File: config.mk
export PLATFORM = sky130hd
export DESIGN_NAME = zsub_line_encoder
export DESIGN_NICKNAME = d
export VERILOG_FILES = /design/src/rtl/zsub_pkg.sv /design/src/rtl/zsub_front.sv /design/src/rtl/zsub_window.sv /design/src/rtl/zsub_polarity.sv /design/src/rtl/zsub_line_encoder.sv
export SDC_FILE = /design/constraint.sdc
export NUM_CORES = 1
export LEC_CHECK = 0
export BUFFER_PORTS_ARGS = -buffer_cell sky130_fd_sc_hd__buf_2
export CORE_MARGIN = 8
export CORE_UTILIZATION = 49
export DETAILED_ROUTE_END_ITERATION = 8
export GPL_TIMING_DRIVEN = 0
export PLACE_DENSITY_LB_ADDON = 0.1
export SETUP_SLACK_MARGIN = 0.5
export SLEW_MARGIN = 20
export SYNTH_ARGS = -nofsm -noshare
export SYNTH_HDL_FRONTEND = slang
export SYNTH_SLANG_ARGS = --single-unit
File: constraint.sdc
create_clock -name clk -period 1.43 [get_ports clk]
set_input_delay 0.286 -clock clk [delete_from_list [all_inputs] [get_ports clk]]
set_output_delay 0.286 -clock clk [all_outputs]
set_load 0.01 [all_outputs]
File: src/rtl/zsub_pkg.sv
package zsub_pkg;

   // Symbol kinds held in the coding window
   typedef enum logic [2:0] {
      SK_FILL  = 3'd0,   // zero already consumed (reset or inside a code)
      SK_SPACE = 3'd1,   // plain data zero, still eligible for substitution
      SK_MARK  = 3'd2,   // data one
      SK_BAL   = 3'd3,   // balancing pulse of a substitution code
      SK_VIOL  = 3'd4,   // violation pulse of a substitution code
      SK_RAW   = 3'd5    // pre-coded dual-rail symbol
   } sym_kind_e;

   typedef struct packed {
      sym_kind_e kind;
      logic      rp;
      logic      rn;
   } slot_t;

   localparam slot_t SLOT_IDLE = '{kind: SK_FILL, rp: 1'b0, rn: 1'b0};

   function automatic logic alternating_kind(sym_kind_e k);
      return (k == SK_MARK) || (k == SK_BAL);
   endfunction

endpackage

File: src/rtl/zsub_front.sv
module zsub_front
   import zsub_pkg::*;
(
   input  logic  dual_sel,
   input  logic  nrz_d,
   input  logic  rail_p,
   input  logic  rail_n,
   output slot_t sym_o
);

   always_comb begin
      sym_o = SLOT_IDLE;
      if (dual_sel) begin
         sym_o.kind = SK_RAW;
         sym_o.rp   = rail_p;
         sym_o.rn   = rail_n;
      end else begin
         sym_o.kind = nrz_d ? SK_MARK : SK_SPACE;
      end
   end

endmodule

File: src/rtl/zsub_window.sv
module zsub_window
   import zsub_pkg::*;
#(
   parameter int RUN_SHORT = 3,
   parameter int RUN_LONG  = 4
) (
   input  logic  clk,
   input  logic  rst,
   input  logic  long_sel,
   input  logic  subst_off,
   input  slot_t sym_in,
   input  logic  odd_after,
   output slot_t leave_o
);

   localparam int DEPTH = RUN_LONG;

   slot_t                slot_q [DEPTH];
   slot_t                slot_d [DEPTH];
   logic [DEPTH-2:0]     plain;
   logic                 older_plain;
   logic                 fire;
   int                   n_act;

   assign n_act = long_sel ? RUN_LONG : RUN_SHORT;

   generate
      for (genvar gi = 0; gi < DEPTH - 1; gi++) begin : g_plain
         assign plain[gi] = (slot_q[gi].kind == SK_SPACE);
      end
   endgenerate

   // the N-1 newest held slots must all be untouched zeros
   always_comb begin
      older_plain = 1'b1;
      for (int i = 0; i < DEPTH - 1; i++) begin
         if (i + 1 < n_act) older_plain = older_plain & plain[i];
      end
   end

   assign fire = !subst_off && (sym_in.kind == SK_SPACE) && older_plain;

   // oldest active slot leaves toward the polarity stage
   always_comb begin
      leave_o = SLOT_IDLE;
      for (int i = 0; i < DEPTH; i++) begin
         if (i + 1 == n_act) leave_o = slot_q[i];
      end
   end

   // shift, then overwrite the window with a substitution code
   always_comb begin
      slot_d[0] = sym_in;
      for (int i = 1; i < DEPTH; i++) slot_d[i] = slot_q[i-1];
      if (fire) begin
         slot_d[0].kind = SK_VIOL;
         for (int i = 1; i < DEPTH; i++) begin
            if (i < n_act) begin
               if ((i + 1 == n_act) && !odd_after) slot_d[i].kind = SK_BAL;
               else                                 slot_d[i].kind = SK_FILL;
            end
         end
      end
   end

   generate
      for (genvar gs = 0; gs < DEPTH; gs++) begin : g_slot
         always_ff @(posedge clk) begin
            if (rst) slot_q[gs] <= SLOT_IDLE;
            else     slot_q[gs] <= slot_d[gs];
         end
      end
   endgenerate

endmodule

File: src/rtl/zsub_polarity.sv
module zsub_polarity
   import zsub_pkg::*;
(
   input  logic  clk,
   input  logic  rst,
   input  slot_t leave_i,
   output logic  odd_after_o,
   output logic  tx_pos_o,
   output logic  tx_neg_o
);

   logic last_pos_q, last_pos_d;
   logic odd_q, odd_d;
   logic pos_d, neg_d;

   always_comb begin
      last_pos_d = last_pos_q;
      odd_d      = odd_q;
      pos_d      = 1'b0;
      neg_d      = 1'b0;
      if (alternating_kind(leave_i.kind)) begin
         pos_d      = ~last_pos_q;
         neg_d      = last_pos_q;
         last_pos_d = ~last_pos_q;
         odd_d      = ~odd_q;
      end else if (leave_i.kind == SK_VIOL) begin
         pos_d = last_pos_q;
         neg_d = ~last_pos_q;
         odd_d = 1'b0;
      end else if (leave_i.kind == SK_RAW) begin
         pos_d = leave_i.rp;
         neg_d = leave_i.rn & ~leave_i.rp;
      end
   end

   assign odd_after_o = odd_d;

   always_ff @(posedge clk) begin
      if (rst) begin
         last_pos_q <= 1'b0;
         odd_q      <= 1'b0;
         tx_pos_o   <= 1'b0;
         tx_neg_o   <= 1'b0;
      end else begin
         last_pos_q <= last_pos_d;
         odd_q      <= odd_d;
         tx_pos_o   <= pos_d;
         tx_neg_o   <= neg_d;
      end
   end


   rails_excl_chk: assert property (@(posedge clk) disable iff (rst)
      !(tx_pos_o && tx_neg_o));

endmodule

File: src/rtl/zsub_line_encoder.sv
module zsub_line_encoder
   import zsub_pkg::*;
#(
   parameter int RUN_B3ZS = 3,
   parameter int RUN_HDB3 = 4
) (
   input  logic clk,
   input  logic rst,
   input  logic line_e3,
   input  logic code_bypass,
   input  logic rail_in_sel,
   input  logic nrz_data,
   input  logic rail_p_in,
   input  logic rail_n_in,
   output logic line_p,
   output logic line_n
);

   localparam int WARM_MAX = RUN_HDB3 + 1;
   localparam int CW       = $clog2(WARM_MAX + 1);

   generate
      if (RUN_B3ZS < 2 || RUN_HDB3 <= RUN_B3ZS || RUN_HDB3 > 8) begin : g_bad_runs
         $error("zsub_line_encoder: run lengths out of range");
      end
   endgenerate

   slot_t sym_in;
   slot_t leave;
   logic  odd_after;

   zsub_front u_front (
      .dual_sel (rail_in_sel),
      .nrz_d    (nrz_data),
      .rail_p   (rail_p_in),
      .rail_n   (rail_n_in),
      .sym_o    (sym_in)
   );

   zsub_window #(
      .RUN_SHORT (RUN_B3ZS),
      .RUN_LONG  (RUN_HDB3)
   ) u_window (
      .clk       (clk),
      .rst       (rst),
      .long_sel  (line_e3),
      .subst_off (code_bypass),
      .sym_in    (sym_in),
      .odd_after (odd_after),
      .leave_o   (leave)
   );

   zsub_polarity u_pol (
      .clk         (clk),
      .rst         (rst),
      .leave_i     (leave),
      .odd_after_o (odd_after),
      .tx_pos_o    (line_p),
      .tx_neg_o    (line_n)
   );

   // ---- observation state for the assertions below ----
   logic [CW-1:0] warm_q;
   logic [CW-1:0] gap_q;
   logic          seen_q;
   logic          last_pulse_q;
   logic          rst_q;
   logic          pulse;
   int            n_act;

   assign pulse = line_p | line_n;
   assign n_act = line_e3 ? RUN_HDB3 : RUN_B3ZS;

   always_ff @(posedge clk) begin
      rst_q <= rst;
      if (rst) begin
         warm_q       <= '0;
         gap_q        <= '0;
         seen_q       <= 1'b0;
         last_pulse_q <= 1'b0;
      end else begin
         if (warm_q != CW'(WARM_MAX)) warm_q <= warm_q + 1'b1;
         if (pulse) begin
            gap_q        <= '0;
            seen_q       <= 1'b1;
            last_pulse_q <= line_p;
         end else if (gap_q != CW'(WARM_MAX)) begin
            gap_q <= gap_q + 1'b1;
         end
      end
   end


   reset_idle_chk: assert property (@(posedge clk) disable iff (rst)
      rst_q |-> (!line_p && !line_n));


   dual_short_chk: assert property (@(posedge clk) disable iff (rst)
      (rail_in_sel && !line_e3 && warm_q >= CW'(RUN_B3ZS + 1)) |->
      (line_p == $past(rail_p_in, RUN_B3ZS + 1) && line_n == $past(rail_n_in, RUN_B3ZS + 1)));


   dual_long_chk: assert property (@(posedge clk) disable iff (rst)
      (rail_in_sel && line_e3 && warm_q >= CW'(RUN_HDB3 + 1)) |->
      (line_p == $past(rail_p_in, RUN_HDB3 + 1) && line_n == $past(rail_n_in, RUN_HDB3 + 1)));


   ami_bypass_chk: assert property (@(posedge clk) disable iff (rst)
      (seen_q && code_bypass && !rail_in_sel && pulse) |-> (line_p != last_pulse_q));


   run_limit_chk: assert property (@(posedge clk) disable iff (rst)
      (seen_q && !code_bypass && !rail_in_sel) |-> (int'(gap_q) < n_act));

endmodule

Word level (Yosys, flattened, before mapping)
Memories as Yosys holds them, arrays and structs flattened.
Index checks and enable logic that the tools add are counted.
{"block": "word_totals", "rom_bits": 0, "mem_bits_rw": 20, "mem_count": 1, "latchBits": 0, "output_inout_bits": 2, "word_cells": 74, "register_bits": 4, "in_bits": 8}
{"name": "u_window.slot_q", "words": 4, "width": 5, "rd": 4, "rd_clocked_by_memory_dff": 0, "wr": 4, "line_no": "zsub_window.sv:18", "text": "slot_t slot_q [DEPTH];"}
{"block": "op_classes", "div": 0, "n_reduce_logical": 8, "eq_ne": 12, "n_shift": 0, "multipliers": 0, "n_lt_le_gt_ge": 3, "n_bitwise": 10, "mux": 36, "add_sub_neg": 0}
{"op": "3-bit by 32-bit == test with 1-bit output, first input constant", "count": 2}
{"op": "3-bit by 32-bit less-than comparator with 1-bit output, first input constant", "count": 2}
{"op": "5-bit 2-to-1 mux", "count": 8}
{"op": "2-bit by 32-bit == test with 1-bit output, first input constant", "count": 1}
{"op": "4-bit by 32-bit == test with 1-bit output, first input constant", "count": 1}
{"op": "2-bit by 32-bit less-than comparator with 1-bit output, first input constant", "count": 1}
{"op": "3-bit 2-to-1 mux", "count": 9}
{"op": "1-bit 2-to-1 mux", "count": 14}
{"op": "3-bit by 1-bit == test with 1-bit output, second input constant", "count": 4}
{"op": "2-bit 2-to-1 mux", "count": 5}
{"op": "3-bit by 2-bit == test with 1-bit output, second input constant", "count": 2}
{"op": "3-bit == test, second input constant", "count": 2}
{"op": "1-bit logical AND", "count": 5}
{"op": "1-bit OR", "count": 4}
{"op": "1-bit bitwise AND", "count": 3}
{"op": "1-bit inverter", "count": 3}
{"op": "1-bit logical NOT", "count": 2}
{"op": "1-bit logical OR", "count": 1}

Logic depth before layout (Yosys ltp)
{"block": "depth", "word_depth": 15, "ltp_mapped": 5, "depth_no_buf": 4}

Cells and area by module
From an unflattened synthesis, not the netlist that was laid out.
{"block": "hier_totals", "cells_unflattened": 88, "area_unflattened_um2": 977.2}
{"module": "zsub_window", "cells_each": 61, "area_each_um2": 742.0, "n_inst": 1, "seq_area_each_um2": 400.4}
{"module": "zsub_polarity", "cells_each": 22, "area_each_um2": 202.7, "n_inst": 1, "seq_area_each_um2": 80.1}
{"module": "zsub_front", "cells_each": 5, "area_each_um2": 32.5, "n_inst": 1, "seq_area_each_um2": 0.0}

Worst setup path after synthesis
Ideal clock, no wire load.
{"block": "synth_path", "kind": "reg2reg", "from": "memory u_window.slot_q[0][4] (netlist bit)", "to": "memory u_window.slot_q[1][2] (netlist bit)", "path_slack_ns": -0.081, "synth_period_minus_slack_ns": 1.511, "t_required_ns": 1.315, "setup_ns": 0.115, "path_stages_with_launch": 5, "arrival_ns": 1.396, "path_buffers": 0, "cell_sequence": "dfxtp_1 > or4_4 > a2111oi_4 > nor2_2 > and2_1"}
{"item": "start: declaration", "line_no": "zsub_window.sv:18"}

==> impl_metrics.yaml <==
setup_path:
  r2r_setup_slack_ns: -0.08
  cp_max_fo: 3
  critPathMaxStageDelay_ns: 0.56
  worstSetupEndpoint: "u_window.slot_q[0][2]$_SDFF_PP0_"
  arrival_ns: 1.70
  cp.depth: 4
  critPathTopFamily: "simple AND/OR/NAND/NOR gates"
  r2r-start: "u_window.slot_q[0][4]$_SDFF_PP0_"
  critical_path_class: "register to register"
  crit_chain: "or4_4 > a2111oi_4 > buf_4 > nor3_1"
  cp.required_ns: 1.62
  cp-end-kind: "register"
  slowest_stage: "or4_4"
  worst-path-buf-inv: 1
  cp-startpoint: "u_window.slot_q[0][4]$_SDFF_PP0_"
  startpoint_type: "register"
  r2r_end: "u_window.slot_q[0][2]$_SDFF_PP0_"
  worstRegToRegCells: 4
grt:
  grt_use_total_pct: 9.969
  grt_remaining_overflow: 0
  grt_pass1_wl_mm: 2.704
  grt_pass1_vias: 637
  grt_max_degree: 15
  antenna_found_initial: 0
sta:
  fin_crit_sh_pct: 105.3
  setup_violations: 9
  fin_setup_tns_ns: -0.5151
  rsz0062_at_grt: "true"
  hold_viol: 0
  worst_pin_slew_ns: 0.4740
  maxClockFrequency_ghz: 0.6641
  skew_ns: 0.007191
  fin_ws_ns: -0.07578
  max_slew_margin_pct: 68.40
  min_period_ns: 1.506
  maxSlewViolCount: 0
pwr:
  p_per_area_nw_per_um2: 1113
  ir_drop_uv: 905.6
  leakage_uw: 0.0004159
clock_network:
  cts_max_level: 1
  cts_buffers: 3
  cts_root_buf: "clkbuf_4"
  postCtsHoldBufs: 0
  clk_pin_slew_ns: 0.13
  clk_latency_ns: 0.31
  numClockSinks: 24
  cts_tree: "built"
  cts_buffer_depth: 2
synth:
  syn_area_per_cell_um2: 10.34
  netlist.area_leader.share_pct: 51.61
  yosysMostFrequentCell: "dfxtp_1"
  synth-seq-cells: 24
  synth_top_family_by_area: "simple AND/OR/NAND/NOR gates"
  synthArstFlopShare_pct: 0
  synth_edf_count: 0
  yosys.area_share.adder_pct: 0
  yosys-top-cells-area: "dfxtp_1 52%, nor2b_1 6.0%, nand2b_1 3.4%"
  ys_seq_area_share_pct: 51.61
  synth.distinct_cells: 34
  synth.area.mux_share_pct: 2.285
  synthTopCellsByCount: "24 x dfxtp_1, 9 x nor2b_1, 6 x nor2_1"
  synth_top_area_cell: "dfxtp_1"
  syn_area_um2: 930.9
  yosys_most_used_dff: "dfxtp_1"
  synth_fp_nets: 98
  yosys.area_share.simple_pct: 28.09
  synth_compound_area_share_pct: 14.52
  synth_cells: 90
  synth-warning-count: 0
  synthXorXnorAreaFrac_pct: 0.9409
min_path:
  hold_class: "input port to register"
floorplan:
  io_pins: 10
  row_count: 15
  die_h_um: 59.59
  die_area_um2: 3550
  start_util_pct: 52.77
  die_w_um: 59.59
  core-area_um2: 1764
routing:
  dr_wl_met3_um: 67
  totalWireLength_mm: 1.636
  drt_iter0_markers: 6
  wl_met1_um: 745
  top_layer: "met4"
  postRouteAntennaNets: 0
  routedWlPerCell_um: 12.68
  wl_met2_um: 794
  vias: 679
  dr.pass1.iters: 3
  routed_via_density: 5.264
  drc: 0
placement:
  gp_congestion: 0.7862
  placed_cells: 124
  io_buffer_count: 9
  placed_area_um2: 1041
  dpl.hpwl_mm: 1.169
  dp_slack_ns: -0.1801
flow_run:
  maxCapViolations: 0
outcome:
  status: "complete, but fails checks"
  failed_checks: "negative setup slack"
finish:
  nFillCells: 166
  syn_to_final_growth_pct: 22.85
  final_cell_area_um2: 1144
  drive_above_1_share_pct: 31.73
  nNetsFinal: 113
  diodes: 0
  instances_no_fill: 129
[flip-flops by register name, indices dropped and copies added (netlist names)]
signal / flops
u_window.slot_q: 20
u_pol.tx_pos_o: 1
u_pol.tx_neg_o: 1
u_pol.odd_q: 1
u_pol.last_pos_q: 1
[power breakdown]
| part | internal (uW) | total [uW] | switching [uW] |
|---|---|---|---|
| clock network | 283 | 484 | 201 |
| logic | 43.0 | 89.5 | 46.6 |
| registers | 688 | 699 | 10.9 |
[how the worst min path moves through the flow]
stage	end	slack, ns	start	cells past startpoint
finish	u_window.slot_q[0][0]$_SDFF_PP0_	0.21	rail_n_in	2
global route	u_window.slot_q[0][0]$_SDFF_PP0_	0.21	rail_n_in	2
CTS	u_window.slot_q[0][0]$_SDFF_PP0_	0.21	rail_n_in	2
detailed placement	u_window.slot_q[2][0]$_SDFF_PP0_	0.42	u_window.slot_q[1][0]$_SDFF_PP0_	1
global placement	u_window.slot_q[2][0]$_SDFF_PP0_	0.42	u_window.slot_q[1][0]$_SDFF_PP0_	1
floorplan	u_window.slot_q[0][4]$_SDFF_PP0_	0.40	rail_in_sel	2
[cells by family (layout without fill, tap and decap cells)]
group | after synthesis | count (layout)
buf+inv | 6 | 20
simple gates | 40 | 40
compound gates | 17 | 17
flops | 24 | 24
xor+xnor | 1 | 1
mux | 2 | 2
[timing repair]
item | 4_1_cts | 5_1_grt
endpoints found under the setup margin | 15 | 15
pin swaps | 8 | 6
resized for setup | 4 | 6
setup buffers | 1 | 0
[routing by layer]
| layer | track usage [%] | vias up |
|---|---|---|
| li1 | - | 347 |
| met1 | 11.66 | 317 |
| met2 | 15.87 | 11 |
| met3 | 2.386 | 4 |
| met4 | 6.122 | 0 |
| met5 | 0 | - |
[worst reg2reg max path, stage by stage, from the launching register on]
cell and delay (ns):
dfxtp_1 0.33, or4_4 0.56, a2111oi_4 0.27, buf_4 0.18, nor3_1 0.04
[layout make-up]
cell class	count	area [um^2]	area share, %
multi-input combinational	60	479.2	41.90
inverter	3	11.26	0.9847
clock inverter	1	30.03	2.626
timing repair buffer	10	58.81	5.142
sequential	24	488.0	42.67
clock buffer	3	22.52	1.969
buffer	3	22.52	1.969
tap	25	31.28	2.735
[cells in the final DEF, fill, tap and decap left out, types with 2 or more instances in the layout]
cell      instances
dfxtp_2           6
and2_1            3
buf_2             8
dfxtp_1          18
clkbuf_1          2
nor2b_1           9
nand2_1           3
nor2_1            6
and3b_1           2
a21oi_1           5
inv_1             3
o211ai_1          4
clkbuf_4          3
or3b_4            2
nand2b_1          4
[per-stage QoR]
step	hold WS, ns	power [uW]	utilization, %
after floorplan	0.4018	768.5	-
after CTS	0.2061	1279	63.90
after detailed placement	0.4237	795.1	59.01
final	0.2108	1273	64.82
after global routing	0.2057	1316	64.82
after global placement	0.4164	792.3	59.01
Note: power is estimated with default switching activity, not from simulation.
